--- config.mk ---
export PLATFORM = sky130hd
export DESIGN_NAME = out_port_setclr
export DESIGN_NICKNAME = d
export VERILOG_FILES = /design/src/rtl/oport_pkg.sv /design/src/rtl/opr_cmd_decode.sv /design/src/rtl/opr_bank.sv /design/src/rtl/opr_pin_mux.sv /design/src/rtl/out_port_setclr.sv
export SDC_FILE = /design/constraint.sdc
export NUM_CORES = 1
export LEC_CHECK = 0
export CORE_MARGIN = 10
export CORE_UTILIZATION = 31
export CTS_CLUSTER_SIZE = 10
export DETAILED_ROUTE_END_ITERATION = 6
export HOLD_SLACK_MARGIN = 0.05
export PLACE_DENSITY = 0.89
export SETUP_SLACK_MARGIN = 0.3
export SYNTH_ARGS = -nofsm -noshare
export SYNTH_HDL_FRONTEND = slang
export SYNTH_HIERARCHICAL = 1
export SYNTH_SLANG_ARGS = --single-unit
export TNS_END_PERCENT = 30
--- constraint.sdc ---
create_clock -name clk -period 0.97 [get_ports clk]
set_input_delay 0.097 -clock clk [delete_from_list [all_inputs] [get_ports clk]]
set_output_delay 0.097 -clock clk [all_outputs]
set_load 0.02 [all_outputs]
--- src/rtl/oport_pkg.sv ---
package oport_pkg;

    localparam int CODE_W = 4;

    localparam logic [CODE_W-1:0] CODE_RTS_ON  = 4'h8;
    localparam logic [CODE_W-1:0] CODE_RTS_OFF = 4'h9;
    localparam logic [CODE_W-1:0] CODE_SET     = 4'hE;
    localparam logic [CODE_W-1:0] CODE_CLR     = 4'hF;

    typedef enum logic [2:0] {
        KIND_NONE,
        KIND_SET,
        KIND_CLR,
        KIND_RTS_ON,
        KIND_RTS_OFF
    } cmd_kind_e;

    function automatic cmd_kind_e classify(input logic [CODE_W-1:0] code);
        cmd_kind_e k;
        case (code)
            CODE_SET:     k = KIND_SET;
            CODE_CLR:     k = KIND_CLR;
            CODE_RTS_ON:  k = KIND_RTS_ON;
            CODE_RTS_OFF: k = KIND_RTS_OFF;
            default:      k = KIND_NONE;
        endcase
        return k;
    endfunction

    // Gate term for a channel pin: 1 lets the register bit pull the pin low.
    function automatic logic chan_gate(input logic flow_en, input logic rts,
                                       input logic tx_en, input logic empty);
        logic g_rx;
        logic g_tx;
        g_rx = flow_en ? rts : 1'b1;
        g_tx = tx_en ? ~empty : 1'b1;
        return g_rx & g_tx;
    endfunction

endpackage

--- src/rtl/opr_cmd_decode.sv ---
module opr_cmd_decode
    import oport_pkg::*;
#(
    parameter int PORT_W   = 8,
    parameter int NUM_CHAN = 2,
    localparam int CHAN_W  = (NUM_CHAN > 1) ? $clog2(NUM_CHAN) : 1
) (
    input  logic              cmd_valid,
    input  logic [CODE_W-1:0] cmd_code,
    input  logic [CHAN_W-1:0] cmd_chan,
    input  logic [PORT_W-1:0] cmd_mask,
    output logic [PORT_W-1:0] set_mask,
    output logic [PORT_W-1:0] clr_mask
);

    cmd_kind_e kind;
    logic [PORT_W-1:0] chan_bit;

    always_comb begin
        kind = classify(cmd_code);
        chan_bit = '0;
        for (int c = 0; c < NUM_CHAN; c++) begin
            if (cmd_chan == CHAN_W'(c)) chan_bit[c] = 1'b1;
        end
    end

    always_comb begin
        set_mask = '0;
        clr_mask = '0;
        if (cmd_valid) begin
            case (kind)
                KIND_SET:     set_mask = cmd_mask;
                KIND_CLR:     clr_mask = cmd_mask;
                KIND_RTS_ON:  set_mask = chan_bit;
                KIND_RTS_OFF: clr_mask = chan_bit;
                default: ;
            endcase
        end
    end

    // a request-to-send code never touches more than one bit
    always_comb begin
        if (cmd_valid && (kind == KIND_RTS_ON || kind == KIND_RTS_OFF))
            a_r3_single_bit: assert ($countones(set_mask | clr_mask) <= 1);
    end

endmodule

--- src/rtl/opr_bank.sv ---
module opr_bank #(
    parameter int PORT_W = 8
) (
    input  logic              clk,
    input  logic              rst,
    input  logic [PORT_W-1:0] set_mask,
    input  logic [PORT_W-1:0] clr_mask,
    output logic [PORT_W-1:0] reg_q
);

    always_ff @(posedge clk) begin
        if (rst) reg_q <= '0;
        else     reg_q <= (reg_q & ~clr_mask) | set_mask;
    end

    a_r1_set_bits_high: assert property (@(posedge clk) disable iff (rst)
        (set_mask != '0) |=> ((reg_q & $past(set_mask)) == $past(set_mask)));

    a_r2_clear_bits_low: assert property (@(posedge clk) disable iff (rst)
        (clr_mask != '0) |=> ((reg_q & $past(clr_mask)) == '0));

    a_r4_no_cmd_holds: assert property (@(posedge clk) disable iff (rst)
        (set_mask == '0 && clr_mask == '0) |=> $stable(reg_q));

    a_r1_unmasked_keep: assert property (@(posedge clk) disable iff (rst)
        1'b1 |=> ((reg_q & ~$past(set_mask | clr_mask))
                  == ($past(reg_q) & ~$past(set_mask | clr_mask))));

    a_r11_reset_zero: assert property (@(posedge clk) disable iff (rst)
        $fell(rst) |-> (reg_q == '0));

endmodule

--- src/rtl/opr_pin_mux.sv ---
module opr_pin_mux
    import oport_pkg::*;
#(
    parameter int PORT_W   = 8,
    parameter int NUM_CHAN = 2,
    localparam int ALT_W   = PORT_W - NUM_CHAN
) (
    input  logic                clk,
    input  logic                rst,
    input  logic [PORT_W-1:0]   reg_q,
    input  logic [NUM_CHAN-1:0] rts_flow_en,
    input  logic [NUM_CHAN-1:0] txemt_ctl_en,
    input  logic [NUM_CHAN-1:0] rx_rts,
    input  logic [NUM_CHAN-1:0] tx_empty,
    input  logic [ALT_W-1:0]    alt_sel,
    input  logic [ALT_W-1:0]    alt_src,
    output logic [PORT_W-1:0]   pin_n
);

    genvar g;
    generate
        for (g = 0; g < NUM_CHAN; g++) begin : g_chan
            logic gate;
            assign gate = chan_gate(rts_flow_en[g], rx_rts[g],
                                    txemt_ctl_en[g], tx_empty[g]);
            assign pin_n[g] = ~(reg_q[g] & gate);

            a_r6_pin_needs_reg: assert property (@(posedge clk) disable iff (rst)
                !reg_q[g] |-> pin_n[g]);

            a_r8_empty_releases: assert property (@(posedge clk) disable iff (rst)
                (txemt_ctl_en[g] && tx_empty[g]) |-> pin_n[g]);
        end

        for (g = NUM_CHAN; g < PORT_W; g++) begin : g_upper
            assign pin_n[g] = alt_sel[g-NUM_CHAN] ? ~alt_src[g-NUM_CHAN] : ~reg_q[g];

            a_r10_unselected_reg: assert property (@(posedge clk) disable iff (rst)
                !alt_sel[g-NUM_CHAN] |-> (pin_n[g] != reg_q[g]));
        end
    endgenerate

endmodule

--- src/rtl/out_port_setclr.sv ---
module out_port_setclr
    import oport_pkg::*;
#(
    parameter int PORT_W   = 8,
    parameter int NUM_CHAN = 2,
    localparam int CHAN_W  = (NUM_CHAN > 1) ? $clog2(NUM_CHAN) : 1,
    localparam int ALT_W   = PORT_W - NUM_CHAN
) (
    input  logic                clk,
    input  logic                rst,
    input  logic                cmd_valid,
    input  logic [3:0]          cmd_code,
    input  logic [CHAN_W-1:0]   cmd_chan,
    input  logic [PORT_W-1:0]   cmd_mask,
    input  logic [NUM_CHAN-1:0] rts_flow_en,
    input  logic [NUM_CHAN-1:0] txemt_ctl_en,
    input  logic [ALT_W-1:0]    alt_sel,
    input  logic [NUM_CHAN-1:0] rx_rts,
    input  logic [NUM_CHAN-1:0] tx_empty,
    input  logic [ALT_W-1:0]    alt_src,
    output logic [PORT_W-1:0]   pin_n,
    output logic [PORT_W-1:0]   reg_q
);

    logic [PORT_W-1:0] set_mask;
    logic [PORT_W-1:0] clr_mask;

    opr_cmd_decode #(.PORT_W(PORT_W), .NUM_CHAN(NUM_CHAN)) u_dec (
        .cmd_valid (cmd_valid),
        .cmd_code  (cmd_code),
        .cmd_chan  (cmd_chan),
        .cmd_mask  (cmd_mask),
        .set_mask  (set_mask),
        .clr_mask  (clr_mask)
    );

    opr_bank #(.PORT_W(PORT_W)) u_bank (
        .clk      (clk),
        .rst      (rst),
        .set_mask (set_mask),
        .clr_mask (clr_mask),
        .reg_q    (reg_q)
    );

    opr_pin_mux #(.PORT_W(PORT_W), .NUM_CHAN(NUM_CHAN)) u_mux (
        .clk          (clk),
        .rst          (rst),
        .reg_q        (reg_q),
        .rts_flow_en  (rts_flow_en),
        .txemt_ctl_en (txemt_ctl_en),
        .rx_rts       (rx_rts),
        .tx_empty     (tx_empty),
        .alt_sel      (alt_sel),
        .alt_src      (alt_src),
        .pin_n        (pin_n)
    );

    // mode inputs alone never move the register
    a_r7_mode_no_reg: assert property (@(posedge clk) disable iff (rst)
        (!cmd_valid && !$stable(rts_flow_en ^ txemt_ctl_en)) |=> $stable(reg_q));

    // all pins high out of reset
    a_r11_pins_high: assert property (@(posedge clk) disable iff (rst)
        ($fell(rst) && alt_sel == '0) |-> (pin_n == '1));

endmodule

# Word level (Yosys, flattened, before mapping)
# Cells that the tools add are included.
[word_totals]
wordCells = 49
out_inout_bits = 16
input_bits = 36
ff_bits = 8
[classes]
muxes = 17
eq_ne = 8
bitwise = 23
[ops]
columns = ["cell", "n"]
rows = [
  ["$pmux 8 s2", 2],
  ["$eq 4x4->1 const B", 4],
  ["$mux 8", 2],
  ["$not 1->1", 16],
  ["$mux 1", 12],
  ["$pmux 3 s4", 1],
  ["$and 8x8->8", 1],
  ["$not 8->8", 1],
  ["$or 8x8->8", 1],
  ["$eq 3x2->1 const B", 2],
  ["$and 1x1->1", 4],
  ["$eq 3x1->1 const B", 1],
  ["$eq 3x3->1 const B", 1],
]

# Longest topological paths before layout
# Gate-level depths: netlist of the first run.
[logic_depth]
depth_word = 8
depth_mapped = 5
depth_no_buf = 4

# By module
# The synthesis of the first run kept the hierarchy.
[modules_own_cells]
columns = ["module", "cells_each", "area_each_um2", "instances", "seq_area_each_um2"]
rows = [
  ["opr_bank", 33, 381.6, 1, 160.2],
  ["opr_cmd_decode", 31, 143.9, 1, 0.0],
  ["opr_pin_mux", 12, 90.1, 1, 0.0],
]

# Least setup slack after synthesis of the first run
# OpenSTA, ideal clock, no wires.
[synth_timing]
kind = "input port to flip-flop"
from = "input cmd_code[1]"
to = "register u_bank.reg_q[1]"
required_ns = 0.857
setup_time_ns = 0.113
stages = 4
path_slack_ns = 0.067
n_path_buf = 0
arrival_time_ns = 0.789
path_cell_list = "or3b_1 a21oi_1 nand2b_4 a21oi_2"
[synth_via]
elab_chain_len = 8
word_cells_on_any_way = 16
cone_classes = "eq/ne: 8; mux: 5; bitwise: 3"
[synth_rtl]
columns = ["item", "line_no", "source"]
rows = [
  ["from (decl)", "out_port_setclr.sv:12", "input logic [3:0] cmd_code,"],
  ["$eq 4x4->1", "oport_pkg.sv:20", "case (code)"],
  ["$pmux 3 s4 *", "oport_pkg.sv:20", ""],
  ["$eq 3x3->1 / $eq 3x2->1 (equally long branches)", "n/a", ""],
  ["$pmux 8 s2 *", "opr_cmd_decode.sv:31", "case (kind)"],
  ["$mux 8 *", "opr_cmd_decode.sv:30", "if (cmd_valid) begin"],
  ["named net clr_mask[1]", "out_port_setclr.sv:26", "logic [PORT_W-1:0] clr_mask;"],
  ["$not 8->8 *", "opr_bank.sv:13", "else reg_q <= (reg_q & ~clr_mask) | set_mask;"],
  ["$and 8x8->8 *", "opr_bank.sv:13", ""],
  ["$or 8x8->8 *", "opr_bank.sv:13", ""],
  ["to (signal assigned)", "opr_bank.sv:13", ""],
  ["to (decl)", "opr_bank.sv:8", "output logic [PORT_W-1:0] reg_q"],
]
# The timed path passes the listed nets; every way through them passes the cells marked *.
# A chain may end at the register's enable or synchronous reset.

# Worst setup path after layout of the first run
[layout_timing]
from = "register u_bank.reg_q[2]"
to = "output pin_n[2]"
[layout_via]
elab_chain_len = 2
[layout_rtl]
columns = ["item", "line_no", "source"]
rows = [
  ["$not 1->1", "opr_pin_mux.sv:36", "assign pin_n[g] = alt_sel[g-NUM_CHAN] ? ~alt_src[g-NUM_CHAN] : ~reg_q[g];"],
  ["$mux 1", "opr_pin_mux.sv:36", ""],
  ["to (decl)", "out_port_setclr.sv:21", "output logic [PORT_W-1:0] pin_n,"],
]
# Every way passes these cells.

==> results of run 1 <==
-- worst reg2reg max path: cells and delay by family, from the launching register on --
| kind | cells | cell delay [ns] |
|---|---|---|
| simple gates | 1 | 0.04 |
| flops | 1 | 0.36 |
| compound gates | 1 | 0.13 |
| buf+inv | 2 | 0.20 |
-- kinds of logic after synthesis --
group,after synthesis,share of synthesized area [%]
simple gates,40,42.3
flops,8,26.0
compound gates,12,14.6
buf+inv,10,7.32
mux,6,9.76
-- layer usage --
| layer | routed length (um) | share of wire, % |
|---|---|---|
| met1 | 952 | 36 |
| met2 | 1580 | 59 |
| met3 | 83 | 3.1 |
| met4 | 61 | 2.3 |
| met5 | 0 | 0 |
-- through the flow --
step                      setup TNS [ns]  area [um2]
after floorplan                        0         648
after global routing              -0.335        1410
after detailed placement           -9.30        1280
final                            -0.0489        1410
after global placement             -8.40        1280
after CTS                         -0.127        1330
-- placed cells by master, fill, tap and decap left out, drive strengths merged, types with 2 or more instances in the layout --
cell | synthesis | final
dlygate4sd2 | 0 | 13
inv | 8 | 8
nor2 | 12 | 12
mux2i | 6 | 6
buf | 1 | 38
a21oi | 12 | 12
dfxtp | 8 | 8
dlymetal6s2s | 0 | 2
nand2 | 8 | 8
clkdlybuf4s50 | 0 | 14
clkbuf | 1 | 5
nand2b | 10 | 10
nand3 | 5 | 5
-- power breakdown --
group	internal, mW	switching (mW)
combinational	0.207	0.137
clock	0.159	0.133
sequential	0.329	0.00465
-- area by class of cell --
cell class	instances	area, um2	share of cell area, %
repair buffers	69	644	45.9
flip-flops and latches	8	175	12.5
clock buffers	4	26.3	1.87
multi-input cells	58	495	35.3
well taps	27	33.8	2.40
inverters	8	30.0	2.14
-- timing repair --
action / 4_1_cts / 5_1_grt
buffers inserted: 4 / 2
endpoints found under the setup margin: 24 / 24
resized for setup: 132 / 22
pin swaps: 15 / 9
-- path summary, 6_finish.rpt --
check / startpoint / to / slack (ns) / depth (start not counted)
max: u_bank/reg_q[2]$_SDFF_PP0_ / pin_n[2] / -0.02 / 2
min reg2reg: u_bank/reg_q[7]$_SDFF_PP0_ / u_bank/reg_q[7]$_SDFF_PP0_ / 0.59 / 3
min: cmd_chan / u_bank/reg_q[0]$_SDFF_PP0_ / 0.20 / 5
max reg2reg: u_bank/reg_q[1]$_SDFF_PP0_ / u_bank/reg_q[1]$_SDFF_PP0_ / 0.17 / 4
==> metrics.cfg, run 1 <==
[drt]
remaining_drc_errors = 0
dr.pass1.iters = 4
drtAntennaViolNets = 0
avgRoutedWirePerCell_um = 15.4
via_count = 805
routed_wl_um = 2680
drt_iter0_drc = 8
vias_per_cell = 4.63

[final_layout]
final_layout_size_suffix_gt1_share_pct = 57.1
fin_cells = 174
antenna_cells = 0
top_regs = u_bank/reg_q: 8 flops
nets = 184
fill_cells = 140
top_register = u_bank/reg_q
largest_reg_flops = 8
final_util_pct = 73.1
area_delta_synth_final_pct = 128

[place]
portBuffers = 51
post-place-ws_ns = -0.616
dp_hpwl_um = 2090
place.gp.congestion = 0.714
dp.cells = 164

[synthesis]
synth_top_area_share_pct = 26.0
yosysWarnings = 6
avgSynthCellArea_um2 = 8.10
ys_types = 17
synth_ff_type = dfxtp_1
synth_edf_count = 0
syn_area_um2 = 616
yosys.cell_count.top_type = nor2_1
ys_seq_elements = 8
synth.area.top_cells = dfxtp_1 26%, nand2b_4 18%, a21oi_2 11%
syn_nets = 112
synth_top_cell_by_area = dfxtp_1
yosysSeqAreaShare_pct = 26.0
async_flop_share_pct = 0
synthCells = 76

[floorplanning]
std_cell_rows = 16
start_util_pct = 32.0
core-area_um2 = 1920
dieWidth_um = 64.6
die_area_um2 = 4170
die_h_um = 64.6
ios = 52

[critical_path]
worstSetupPathType = flip-flop to output port
path_delay_family = flip-flops
critPathRequiredTime_ns = 0.87
worstPathCellList = mux2i_4 > buf_6
cp.arrival_ns = 0.90
cp_slowest_cell = dfxtp_4
crit_buf_inv = 1
slowest_delay_ns = 0.36
critical_path.endpoint_type = output port
cp_max_fo = 3
cp-start-kind = flip-flop

[global_routing]
grt_pass1_wl_um = 4160
first_global_vias = 881
antenna_found_initial = 0
use_met1_pct = 10.9
gr-usage-met3_pct = 3.26
grt_start_max_net_pins = 9
busiest_layer = met2
track_usage_pct = 12.6
grt-ovfl-total = 0
use_met2_pct = 23.6

[sta]
fin_ws_ns = -0.0235
fin_crit_sh_pct = 102
max_slew_margin_pct = 90.4
max_freq_mhz = 1010
setup_viol = 4
post-route-min-period_ns = 0.993
final_max_slew_viol_count = 0
tightest_slew_ns = 0.139
rsz0062_at_grt = true
skew_ns = 0
finalHoldViolCount = 0
whs_ns = 0.200

[status]
status = complete, but fails checks
violations = setup timing

[clocking]
clk_path_buf_depth = 2
clk_pin_slew_ns = 0.06
insertion_delay_ns = 0.26
cts_tree = yes
cts-root-buf = clkbuf_4
cts_buffers = 3
h-tree-depth = 1
holdBufCountCts = 0
cts.sinks = 8

[run]
cap_violations = 0

[pwr]
p_leak_nw = 0.582
powerDensity_nw_per_um2 = 690
power_mw = 0.969
ir_worst_vdd_uv = 600

[worst_hold_path]
hold_path.class = input pin to flip-flop

Note: power is estimated with default switching activity, not from simulation.
==> inputs of run 2 (changes only) <==
--- a/config.mk
+++ b/config.mk
@@ -6,14 +6,14 @@
 export NUM_CORES = 1
 export LEC_CHECK = 0
 export CORE_MARGIN = 10
-export CORE_UTILIZATION = 31
+export CORE_UTILIZATION = 27
 export CTS_CLUSTER_SIZE = 10
 export DETAILED_ROUTE_END_ITERATION = 6
 export HOLD_SLACK_MARGIN = 0.05
-export PLACE_DENSITY = 0.89
+export PLACE_DENSITY = 0.78
 export SETUP_SLACK_MARGIN = 0.3
+export SKIP_LAST_GASP = 1
 export SYNTH_ARGS = -nofsm -noshare
 export SYNTH_HDL_FRONTEND = slang
-export SYNTH_HIERARCHICAL = 1
 export SYNTH_SLANG_ARGS = --single-unit
 export TNS_END_PERCENT = 30
==> metrics.cfg, run 2 <==
[status]
status = finished, final reports clean

[global_routing]
grt_pass1_wl_um = 2820  ; -32%
track_usage_pct = 9.38  ; -3.2 points
grt-ovfl-total = 0  ; unchanged
antenna_found_initial = 0  ; unchanged
grt_start_max_net_pins = 9  ; unchanged
first_global_vias = 616  ; -30%

[synthesis]
synthCells = 59  ; -22%
syn_nets = 95  ; -15%
yosysSeqAreaShare_pct = 33.7  ; +7.7 points
syn_area_um2 = 475  ; -23%
synthTopCellsByCount = 8 x a21oi_1, 8 x dfxtp_1, 8 x mux2i_1
yosysWarnings = 0  ; -6
synth_ff_type = dfxtp_1
synth_top_area_share_pct = 33.7  ; +7.7 points
avgSynthCellArea_um2 = 8.06  ; -0.51%
synth_top_cell_by_area = dfxtp_1
ys_types = 14  ; -3
synth_edf_count = 0  ; unchanged
ys_seq_elements = 8  ; unchanged
async_flop_share_pct = 0  ; unchanged
synth.area.top_cells = dfxtp_1 34%, mux2i_1 17%, or3_1 9.2%

[pwr]
pwr-share-clk_pct = 28.6  ; -1.4 points
switching_power_mw = 0.227  ; -17%
ir_worst_vdd_uv = 569  ; -5.1%
power_frac_comb_pct = 33.3  ; -2.2 points
p_int_mw = 0.656  ; -5.6%
power_mw = 0.883  ; -8.9%
powerDensity_nw_per_um2 = 785  ; +14%
switching_share_pct = 25.7  ; -2.6 points
p_leak_nw = 0.530  ; -9.0%
pwr-share-seq_pct = 38.1  ; +3.6 points

[drt]
vias_per_cell = 4.92  ; +6.3%
routed_wl_um = 1980  ; -26%
dr.pass1.iters = 2  ; -2
remaining_drc_errors = 0  ; unchanged
drt_iter0_drc = 9  ; +1
drtAntennaViolNets = 0  ; unchanged
avgRoutedWirePerCell_um = 15.0  ; -2.5%
via_count = 649  ; -19%

[floorplanning]
die_h_um = 62.0  ; -4.0%
ios = 52  ; unchanged
die_area_um2 = 3840  ; -7.9%
start_util_pct = 28.1  ; -3.9 points
dieWidth_um = 62.0  ; -4.0%
core-area_um2 = 1690  ; -12%
std_cell_rows = 15  ; -1

[sta]
finalHoldViolCount = 0  ; unchanged
max_slew_margin_pct = 85.2  ; -5.2 points
setup_viol = 0  ; -4
max_freq_mhz = 1040  ; +3.2%
rsz0062_at_grt = true
final_max_slew_viol_count = 0  ; unchanged
skew_ns = 0  ; unchanged
post-route-min-period_ns = 0.962  ; -0.0313 ns
fin_crit_sh_pct = 99.2  ; -3.2 points
fin_ws_ns = 0.00780  ; +0.0313 ns
fin_tns_setup_ns = 0  ; +0.0489 ns
tightest_slew_ns = 0.221  ; +0.0821 ns

[final_layout]
top_register = u_bank.reg_q
antenna_cells = 0  ; unchanged
stdcell_area_um2 = 1120  ; -20%
largest_reg_flops = 8  ; unchanged
area_delta_synth_final_pct = 137
multi_input_area_um2 = 352  ; -29%
fin_cells = 132  ; -24%
nets = 153  ; -17%
mostFrequentLayoutCells = 13 x clkdlybuf4s50_1, 11 x dlygate4sd2_1, 8 x buf_6
fill_cells = 149  ; +6.4%
mostFrequentLayoutCell = clkdlybuf4s50_1
top_regs = u_bank.reg_q: 8 flops
seqCellArea_um2 = 171  ; -2.1%
final_layout_size_suffix_gt1_share_pct = 38.3  ; -19 points

[place]
placed_area_um2 = 1030  ; -19%
place.gp.congestion = 0.659  ; -7.8%
post-place-ws_ns = -0.593  ; +0.0226 ns
dp.cells = 126  ; -23%
portBuffers = 51  ; unchanged
dp_hpwl_um = 1590  ; -24%

[critical_path]
cp_slowest_cell = dfxtp_2
worstSetupPathType = flip-flop to output port
crit_buf_inv = 1  ; unchanged
path_delay_family = flip-flops
cp.arrival_ns = 0.87  ; -0.03 ns
slowest_delay_ns = 0.33  ; -0.03 ns
cp_max_fo = 3  ; unchanged
critical_path.endpoint_type = output port
critPathRequiredTime_ns = 0.87  ; about the same
worstPathCellList = mux2i_1 > buf_4
cp-start-kind = flip-flop

[clocking]
clk_path_buf_depth = 2  ; unchanged
clk_pin_slew_ns = 0.06  ; about the same
cts.sinks = 8  ; unchanged
holdBufCountCts = 0  ; unchanged
insertion_delay_ns = 0.24  ; -0.02 ns
cts_tree = yes
h-tree-depth = 1  ; unchanged
cts_buffers = 3  ; unchanged
cts-root-buf = clkbuf_4

[run]
cap_violations = 0  ; unchanged

[worst_hold_path]
hold_path.class = input pin to flip-flop

==> run 2: changes by cell type after synthesis, moves of 2 or more <==
cell | previous run | this run
nand2b_4 | 8 | 0
a21oi_2 | 8 | 0
a21oi_1 | 4 | 8
o21ai_0 | 0 | 6
or3_1 | 1 | 7
inv_1 | 8 | 6
nor2_1 | 12 | 0
nand2b_1 | 2 | 4
mux2i_1 | 6 | 8
nand2_1 | 8 | 3
==> run 2: layout make-up <==
| type | instances | share of cell area, % |
|---|---|---|
| repair buffers | 54 | 47.6 |
| well taps | 17 | 1.89 |
| flip-flops and latches | 8 | 15.2 |
| multi-input cells | 44 | 31.3 |
| inverters | 6 | 2.00 |
| clock buffers | 3 | 2.00 |
==> run 2: metal layers <==
layer | track usage, % | wire length [um] | up-vias
li1 | - | - | 326
met1 | 9.25 | 684 | 293
met2 | 17.0 | 1030 | 30
met3 | 5.69 | 270 | 0
met4 | 0.955 | 0 | 0
met5 | 0 | 0 | -
==> run 2: tightest hold or removal path: cells and delay by family <==
kind                   cells  cell delay, ns
buffers and inverters      2            0.18
AO/OA/AOI/OAI              1            0.05
AND/OR/NAND/NOR            1            0.09
==> run 2: repair_timing <==
action / CTS / global route
pin swaps: 4 / 7
gates resized for setup: 96 / 40
gates cloned: 1 / 0
endpoints found under the hold margin: 0 / 0
setup buffers: 0 / 2
setup endpoints to repair: 24 / 24
==> run 2: kinds of logic (layout without fill, tap and decap cells) <==
family                 Yosys count  after routing  share of synthesized area (%)
AND/OR/NAND/NOR                 21             22                           26.8
AO/OA/AOI/OAI                   14             14                           14.7
multiplexers                     8              8                           16.8
flip-flops                       8              8                           33.7
buffers and inverters            8             63                           7.89
==> run 2: path summary, 6_finish.rpt <==
path | end | cells after the start | startpoint | slack (ns)
setup / recovery | pin_n[4] | 2 | u_bank.reg_q[4]$_SDFF_PP0_ | 0.008
hold / removal | u_bank.reg_q[4]$_SDFF_PP0_ | 4 | cmd_mask[4] | 0.21
setup reg to reg | u_bank.reg_q[3]$_SDFF_PP0_ | 2 | u_bank.reg_q[3]$_SDFF_PP0_ | 0.32
hold reg to reg | u_bank.reg_q[6]$_SDFF_PP0_ | 2 | u_bank.reg_q[6]$_SDFF_PP0_ | 0.49
==> run 2: through the flow <==
stage / utilization, % / hold WS [ns]
finish: 66.6 / 0.210
global route: 66.6 / 0.223
detailed placement: 61.3 / 0.483
CTS: 62.9 / 0.369
floorplan: - / 0.263
global placement: 61.3 / 0.477
==> run 2: power by group through the flow <==
stage	clock network (mW)	registers (mW)	logic, mW
detailed placement	0	0.345	0.292
global route	0.284	0.337	0.314
finish	0.253	0.336	0.294
floorplan	0	0.351	0.0811
CTS	0.263	0.338	0.280
global placement	0	0.345	0.285
